$ cat src/rtl/sr_seq_pkg.sv
package sr_seq_pkg;

    typedef enum logic [3:0] {
        ST_IDLE,
        ST_PRE,
        ST_WAIT_RP,
        ST_SRE,
        ST_SELF,
        ST_XSR,
        ST_AREF,
        ST_DONE
    } sr_state_e;

    typedef enum logic [1:0] {
        CMD_NOP,
        CMD_INHIBIT,
        CMD_PRECHARGE,
        CMD_REFRESH
    } sr_cmd_e;

    typedef struct packed {
        logic cke;
        logic cs_n;
        logic ras_n;
        logic cas_n;
        logic we_n;
        logic a10;
    } sdram_pins_t;

    // ceil(ns / tCK) with tCK in picoseconds, never below floor_min
    function automatic int unsigned ns_to_cycles(input int unsigned ns,
                                                 input int unsigned tck_ps,
                                                 input int unsigned floor_min);
        int unsigned c;
        c = (ns * 1000 + tck_ps - 1) / tck_ps;
        if (c < floor_min) c = floor_min;
        return c;
    endfunction

    function automatic sdram_pins_t encode_cmd(input sr_cmd_e cmd, input logic cke_lvl);
        sdram_pins_t p;
        p.cke = cke_lvl;
        p.a10 = 1'b0;
        case (cmd)
            CMD_INHIBIT:   begin p.cs_n = 1'b1; p.ras_n = 1'b1; p.cas_n = 1'b1; p.we_n = 1'b1; end
            CMD_PRECHARGE: begin p.cs_n = 1'b0; p.ras_n = 1'b0; p.cas_n = 1'b1; p.we_n = 1'b0; p.a10 = 1'b1; end
            CMD_REFRESH:   begin p.cs_n = 1'b0; p.ras_n = 1'b0; p.cas_n = 1'b0; p.we_n = 1'b1; end
            default:       begin p.cs_n = 1'b0; p.ras_n = 1'b1; p.cas_n = 1'b1; p.we_n = 1'b1; end
        endcase
        return p;
    endfunction

endpackage

$ cat src/rtl/sr_gap_timer.sv
module sr_gap_timer
    import sr_seq_pkg::*;
#(
    parameter int CW = 4
) (
    input  logic          clk,
    input  logic          rst,
    input  logic          load,
    input  logic [CW-1:0] load_val,
    output logic          gap_last
);

    logic [CW-1:0] cnt;

    always_ff @(posedge clk) begin
        if (rst) begin
            cnt <= '0;
        end else if (load) begin
            cnt <= load_val;
        end else if (cnt != '0) begin
            cnt <= cnt - 1'b1;
        end
    end

    assign gap_last = (cnt <= CW'(1));


    tmr_load_chk: assert property (@(posedge clk) disable iff (rst)
        load |=> (cnt == $past(load_val)));

endmodule

$ cat src/rtl/sr_seq_fsm.sv
module sr_seq_fsm
    import sr_seq_pkg::*;
#(
    parameter int unsigned N_RP  = 3,
    parameter int unsigned N_XSR = 10,
    parameter int          CW    = 4
) (
    input  logic          clk,
    input  logic          rst,
    input  logic          enter_req,
    input  logic          exit_req,
    input  logic          clk_stable,
    input  logic          gap_last,
    output logic          timer_load,
    output logic [CW-1:0] timer_val,
    output sr_state_e     state,
    output logic          sr_active,
    output logic          sr_done
);

    localparam bit RP_WAIT = (N_RP > 1);

    sr_state_e state_nx;
    logic      exit_pend;
    logic      exit_go;

    assign exit_go = (exit_pend || exit_req) && clk_stable;

    always_comb begin
        state_nx   = state;
        timer_load = 1'b0;
        timer_val  = CW'(N_XSR);
        case (state)
            ST_IDLE:    if (enter_req) state_nx = ST_PRE;
            ST_PRE: begin
                timer_load = 1'b1;
                timer_val  = CW'(N_RP - 1);
                state_nx   = RP_WAIT ? ST_WAIT_RP : ST_SRE;
            end
            ST_WAIT_RP: if (gap_last) state_nx = ST_SRE;
            ST_SRE:     state_nx = ST_SELF;
            ST_SELF: begin
                if (exit_go) begin
                    state_nx   = ST_XSR;
                    timer_load = 1'b1;
                    timer_val  = CW'(N_XSR);
                end
            end
            ST_XSR:     if (gap_last) state_nx = ST_AREF;
            ST_AREF:    state_nx = ST_DONE;
            ST_DONE:    state_nx = ST_IDLE;
            default:    state_nx = ST_IDLE;
        endcase
    end

    always_ff @(posedge clk) begin
        if (rst) begin
            state     <= ST_IDLE;
            exit_pend <= 1'b0;
        end else begin
            state <= state_nx;
            if (state == ST_SELF && state_nx == ST_SELF)
                exit_pend <= exit_pend | exit_req;
            else
                exit_pend <= 1'b0;
        end
    end

    assign sr_active = (state == ST_SELF);
    assign sr_done   = (state == ST_DONE);


    self_hold_chk: assert property (@(posedge clk) disable iff (rst)
        (state == ST_SELF && !clk_stable) |=> (state == ST_SELF));


    self_leave_chk: assert property (@(posedge clk) disable iff (rst)
        (state == ST_SELF) |=> (state == ST_SELF || state == ST_XSR));


    done_after_aref_chk: assert property (@(posedge clk) disable iff (rst)
        sr_done |-> ($past(state) == ST_AREF));

endmodule

$ cat src/rtl/sr_cmd_drive.sv
module sr_cmd_drive
    import sr_seq_pkg::*;
#(
    parameter int unsigned N_RP  = 3,
    parameter int unsigned N_XSR = 10,
    parameter int          CW    = 4
) (
    input  logic        clk,
    input  logic        rst,
    input  sr_state_e   state,
    output sdram_pins_t pins
);

    always_comb begin
        case (state)
            ST_PRE:  pins = encode_cmd(CMD_PRECHARGE, 1'b1);
            ST_SRE:  pins = encode_cmd(CMD_REFRESH,   1'b0);
            ST_SELF: pins = encode_cmd(CMD_INHIBIT,   1'b0);
            ST_AREF: pins = encode_cmd(CMD_REFRESH,   1'b1);
            default: pins = encode_cmd(CMD_NOP,       1'b1);
        endcase
    end

    // gap trackers observing the pins, used by the checks below
    localparam int SW = CW + 1;
    logic [SW-1:0] since_pre;
    logic [SW-1:0] since_rise;
    logic          cke_q;
    logic          is_pre;
    logic          is_ref;

    assign is_pre = !pins.cs_n && !pins.ras_n && pins.cas_n && !pins.we_n;
    assign is_ref = !pins.cs_n && !pins.ras_n && !pins.cas_n && pins.we_n;

    always_ff @(posedge clk) begin
        if (rst) begin
            since_pre  <= '0;
            since_rise <= '0;
            cke_q      <= 1'b1;
        end else begin
            cke_q <= pins.cke;
            if (is_pre)
                since_pre <= SW'(1);
            else if (since_pre != '0 && since_pre != '1)
                since_pre <= since_pre + 1'b1;
            if (pins.cke && !cke_q)
                since_rise <= SW'(1);
            else if (since_rise != '0 && since_rise != '1)
                since_rise <= since_rise + 1'b1;
        end
    end


    pre_a10_chk: assert property (@(posedge clk) disable iff (rst)
        is_pre |-> pins.a10);


    sre_gap_chk: assert property (@(posedge clk) disable iff (rst)
        (!pins.cke && cke_q) |-> (is_ref && since_pre == SW'(N_RP)));


    cke_low_cmd_chk: assert property (@(posedge clk) disable iff (rst)
        (!pins.cke && !cke_q) |-> pins.cs_n);


    aref_gap_chk: assert property (@(posedge clk) disable iff (rst)
        (is_ref && pins.cke) |-> (since_rise == SW'(N_XSR)));

endmodule

$ cat src/rtl/sdram_sr_seq.sv
module sdram_sr_seq
    import sr_seq_pkg::*;
#(
    parameter int unsigned TCK_PS  = 8000,
    parameter int unsigned TRP_NS  = 20,
    parameter int unsigned TXSR_NS = 75
) (
    input  logic clk,
    input  logic rst,
    input  logic sr_enter_req,
    input  logic sr_exit_req,
    input  logic clk_stable,
    output logic cke,
    output logic cs_n,
    output logic ras_n,
    output logic cas_n,
    output logic we_n,
    output logic a10,
    output logic sr_active,
    output logic sr_done
);

    localparam int unsigned N_RP  = ns_to_cycles(TRP_NS, TCK_PS, 1);
    localparam int unsigned N_XSR = ns_to_cycles(TXSR_NS, TCK_PS, 2);
    localparam int unsigned N_MAX = (N_RP > N_XSR) ? N_RP : N_XSR;
    localparam int          CW    = $clog2(N_MAX + 1);

    sr_state_e     state;
    logic          timer_load;
    logic [CW-1:0] timer_val;
    logic          gap_last;
    sdram_pins_t   pins;

    sr_seq_fsm #(.N_RP(N_RP), .N_XSR(N_XSR), .CW(CW)) u_fsm (
        .clk        (clk),
        .rst        (rst),
        .enter_req  (sr_enter_req),
        .exit_req   (sr_exit_req),
        .clk_stable (clk_stable),
        .gap_last   (gap_last),
        .timer_load (timer_load),
        .timer_val  (timer_val),
        .state      (state),
        .sr_active  (sr_active),
        .sr_done    (sr_done)
    );

    sr_gap_timer #(.CW(CW)) u_timer (
        .clk      (clk),
        .rst      (rst),
        .load     (timer_load),
        .load_val (timer_val),
        .gap_last (gap_last)
    );

    sr_cmd_drive #(.N_RP(N_RP), .N_XSR(N_XSR), .CW(CW)) u_drive (
        .clk   (clk),
        .rst   (rst),
        .state (state),
        .pins  (pins)
    );

    assign cke   = pins.cke;
    assign cs_n  = pins.cs_n;
    assign ras_n = pins.ras_n;
    assign cas_n = pins.cas_n;
    assign we_n  = pins.we_n;
    assign a10   = pins.a10;

endmodule

$ cat config.mk
export PLATFORM = sky130hd
export DESIGN_NAME = sdram_sr_seq
export DESIGN_NICKNAME = d
export VERILOG_FILES = /design/src/rtl/sr_seq_pkg.sv /design/src/rtl/sr_gap_timer.sv /design/src/rtl/sr_seq_fsm.sv /design/src/rtl/sr_cmd_drive.sv /design/src/rtl/sdram_sr_seq.sv
export SDC_FILE = /design/constraint.sdc
export NUM_CORES = 1
export LEC_CHECK = 0
export BUFFER_PORTS_ARGS = -buffer_cell sky130_fd_sc_hd__buf_2
export CAP_MARGIN = 20
export CORE_AREA = 2 2 39 41
export CTS_BUF_LIST = sky130_fd_sc_hd__clkbuf_2
export DETAILED_ROUTE_END_ITERATION = 8
export DIE_AREA = 0 0 41 43
export MAX_ROUTING_LAYER = met4
export PLACE_DENSITY_LB_ADDON = 0.15
export SETUP_SLACK_MARGIN = 0.05
export SYNTH_ARGS = -nofsm -noshare
export SYNTH_HDL_FRONTEND = slang
export SYNTH_SLANG_ARGS = --single-unit
$ cat constraint.sdc
create_clock -name clk -period 1.66 [get_ports clk]
set_input_delay 0.249 -clock clk [delete_from_list [all_inputs] [get_ports clk]]
set_output_delay 0.249 -clock clk [all_outputs]
set_load 0.01 [all_outputs]
-- Yosys cells after proc, flatten, opt, wreduce, memory -nomap -nowiden
Cells that the tools add are included.
- register bits: 9
- bits of input ports: 5
- output and inout bits: 8
- word-level logic and storage cells: 33
- $add $sub $neg: 1
- order comparisons: 1
- equal/unequal tests: 8
- muxes and demuxes: 11
- bitwise gates (word level): 2
- reductions and logical operators: 7
- operator list (operator ; number):
    $mux 4 ; 7
    $pmux 4 s7 ; 1
    $pmux 6 s4 ; 1
    $eq 4x3->1 const B ; 5
    $eq 4x2->1 const B ; 2
    $eq 4x1->1 const B ; 1
    $le 4x1->1 const B ; 1
    $logic_not 4->1 ; 1
    $reduce_bool 4->1 ; 1
    $sub 4x1->4 const B ; 1
    $logic_and 1x1->1 ; 2
    $pmux 1 s2 ; 1
    $reduce_bool 2->1 ; 1
    $reduce_or 2->1 ; 1
    $logic_or 1x1->1 ; 1
    $mux 1 ; 1
    $not 1->1 ; 1
    $or 1x1->1 ; 1

-- Depth between registers and ports, before layout
- depth after elaboration: 8
- gate-level depth with buffers: 6

-- By module
From an unflattened synthesis, not the netlist that was laid out.
- cell total of the unflattened synthesis: 68
- area total of the unflattened synthesis: 630.6 µm²
- modules (own cells, without submodules) (module ; instances ; cells an instance ; area each (µm²)):
    sr_seq_fsm ; 1 ; 30 ; 297.8
    sr_gap_timer ; 1 ; 27 ; 252.7
    sr_cmd_drive ; 1 ; 11 ; 80.1

-- Worst setup path before layout
OpenSTA, ideal clock, no wires.
- path kind: register to output
- start: register u_fsm.state[0]
- end: output ras_n
- arrival: 1113 ps
- path slack: 298 ps
- stages on the path, launching flop included: 5
- buffers on the path: 1
- cells stage by stage: dfxtp_1 buf_2 nand2b_1 a211o_1 and2_1
- word-level cells in the longest chain between the ends: 2
- elaborated cells between the ends (all ways): 5
- classes of those cells: 4 x eq/ne; 1 x mux
- ends and longest elaborated chain (element ; line ; RTL):
    from (decl) ; sr_seq_fsm.sv:16 ; output sr_state_e state,
    from (signal assigned) ; sr_seq_fsm.sv:61 ; state <= state_nx;
    $eq 4x3->1 (tied with other cells) ; sr_cmd_drive.sv:15 ; case (state)
    $pmux 6 s4 * ; sr_cmd_drive.sv:15 ;
    to (decl) ; sdram_sr_seq.sv:15 ; output logic ras_n,
Mark *: on every way between the ends. The rest lies on a longest branch, timed or not.

-- Worst setup path after layout
- start: register u_fsm.state[2]
- end: output ras_n
Same word-level chain as after synthesis.

==> metrics.md <==
| Metric | Value |
|---|---|
| First-pass GRT wire length | 2040 microns |
| Top cells by area, synth | dfxtp_1, ha_1, nand2b_1 |
| ANT cells | 0 |
| CTS root buffer | clkbuf_2 |
| Port-buffer cells | 12 |
| Outcome | finished clean |
| Ports | 13 |
| Max Slew Vio Count | 0 |
| Most frequent cells in the layout | buf_2, dfxtp_1, nor2_1 |
| Avg Synthesized Cell Area | 8.56 sq um |
| Die height | 43 microns |
| RSZ-0062 raised after global routing | yes |
| Hold-fix buffers, CTS | 0 |
| Total wire length | 1120 microns |
| Net Count, Synth | 72 |
| Mapped Cells | 64 |
| Worst Clk Skew | 5.28 ps |
| Slowest-stage cell, CP | dfxtp_4 |
| Crit. End Element | output pin |
| Final worst path period share | 99.3% |
| GRT Util Overall | 17.2% |
| Setup-failing EPs final | 0 |
| HPWL Detailed | 838 microns |
| Vias in the first global route | 503 |
| # nets final | 87 |
| Area growth syn-to-layout | 18.9% |
| Cell Chain, Critical Path | nand2b_1 > or3_4 > and2_1 > buf_2 |
| CP max stage delay | 370 ps |
| Initial core utilization | 39.6% |
| WS Path Type | register to output pin |
| Cell variety after synth | 33 |
| Req. time, crit path | 1410 ps |
| Core area | 0.00138 sq mm |
| Clock buffer depth | 2 |
| Clock slew at reported path FFs | 100 ps |
| Dominant cell type by area after synthesis | dfxtp_1 |
| Die ar. | 0.00176 sq mm |
| Initial antenna violation count | 0 |
| DRT iter0 DRCs | 20 |
| Area post-placement | 611 sq um |
| Hold Path Sink | u_fsm.state[1] |
| HP Class | primary input to register |
| GPL Wtd Cong | 0.885 |
| Final Cell Area | 652 sq um |
| Die Wd | 41 microns |
| VDD IR max | 0.000585 V |
| Placed Instances | 89 |
| Layout Cells excl Fill | 94 |
| Fin. Hold Viols | 0 |
| Via count | 493 |
| CTS Buf Count | 3 |
| Min Tclk post-route | 1650 ps |
| Hold Crit Start | rst |
| Critical Path AT | 1400 ps |
| PD cells | 1110 mW/mm^2 |
| Seq/Total Area, Yosys | 32.9% |
| Critical R2R Capture | u_timer.cnt[0] |
| DR pass1 iterations | 4 |
| Leakage | 0.278 nW |
| Largest net degree at the start of global routing | 11 |
| Vias per cell | 5.24 |
| Hold Crit Depth | 2 |
| Yosys warnings | 0 |
| DRC | 0 |
| Max_cap viols | 0 |
| Wire per inst | 11.9 microns |
| Worst r2r path cells | 5 |
| Most common cell after layout, fill and taps aside | buf_2 |
| Gr ovfl total | 0 |
| Worst-Skew Late Latency | 260 ps |
| Fmax | 0.607 GHz |
| Post-route ant nets | 0 |
| Flops & latches, synth | 9 |
| Syn Std Cell Area | 548 sq um |
| Crit path max fanout | 5 |
| R2r startpoint | u_timer.cnt[0] |
| Crit start category | register |
| Layout cell share with drive strength beyond 1 | 34.6% |
| R2R setup slack | 220 ps |
| Post-route setup TNS | 0 ps |
| Synth top area share | 32.9% |
| CTS tree | done |
| Clock Sinks | 9 |
| Htree depth | 1 |
| # rows | 14 |
[per-stage QoR]
step | util (%) | setup slack, ps | hold WS [ps] | power [mW]
global route | 47.1 | -60.3 | 240 | 0.793
finish | 47.1 | 12.3 | 239 | 0.722
detailed placement | 44.1 | 191 | 522 | 0.570
global placement | 44.1 | 212 | 531 | 0.577
CTS | 46.6 | -4.16 | 235 | 0.726
floorplan | - | 298 | 318 | 0.517
[final cells by class]
class | count | area [sq um]
timing repair buffer | 13 | 67.6
inverter | 5 | 18.8
clock buffer | 4 | 20.0
tap | 16 | 20.0
sequential | 9 | 189
fill | 144 | 732
multi-input combinational | 47 | 337
[flip-flops by register name, indices dropped and copies added, names as in the netlist]
signal           count
u_fsm.state          4
u_timer.cnt          4
u_fsm.exit_pend      1
[layer usage]
metal	vias up	GRT usage, %	share of wire, %
li1	257	-	-
met1	210	23.7	48
met2	22	22.8	42
met3	4	3.14	8.1
met4	0	10.0	2.0
met5	-	-	0
[worst max-delay path by stage]
stage          cells past startpoint    end            from
3_5_place_dp                       4  ras_n  u_fsm.state[0]
4_1_cts                            4  ras_n  u_fsm.state[2]
3_3_place_gp                       4  ras_n  u_fsm.state[0]
5_1_grt                            4  ras_n  u_fsm.state[2]
2_1_floorplan                      4  ras_n  u_fsm.state[0]
6_report                           4  ras_n  u_fsm.state[2]
[critical path: cells and delay by family (launching register included)]
family | cells | cell delay [ps]
and+or+nand+nor | 3 | 640
DFF | 1 | 370
buffers and inverters | 1 | 130
[report_power, final]
| part | leakage, nW | internal [mW] | total, mW | switching, mW |
|---|---|---|---|---|
| clock network | 0.0166 | 0.0640 | 0.150 | 0.0858 |
| registers | 0.0760 | 0.256 | 0.301 | 0.0450 |
| logic | 0.186 | 0.131 | 0.271 | 0.139 |
[repair_timing]
action                                  in CTS  in global routing
gates resized for setup                      4                  2
pin swaps                                    0                  0
buffers inserted                             1                  0
endpoints found under the setup margin       3                  5
[synth_stat cells (all sizes together)]
cell type  number
buf             3
a211oi          2
nor2            5
conb            1
or4             1
nor4            1
o22ai           1
a211o           1
and3            2
o21ai           2
or3             2
nand2b          5
a31oi           1
dfxtp           9
o311ai          2
o31ai           2
nand3           1
a21oi           2
xor2            1
inv             5
nor3            4
and4            1
ha              3
a22o            1
nand2           2
or3b            1
and2            1
xnor2           2
[kinds of logic (layout without fill, tap and decap cells)]
logic type / Yosys count / after routing / synth area share (%)
XOR/XNOR: 3 / 3 / 4.80
other: 1 / 1 / 0.684
buffers and inverters: 8 / 22 / 6.62
adder cells (fa/ha/maj): 3 / 3 / 6.85
flip-flops: 9 / 9 / 32.9
AND/OR/NAND/NOR: 26 / 26 / 29.5
AO/OA/AOI/OAI: 14 / 14 / 18.7
Note: power is estimated with default switching activity, not from simulation.
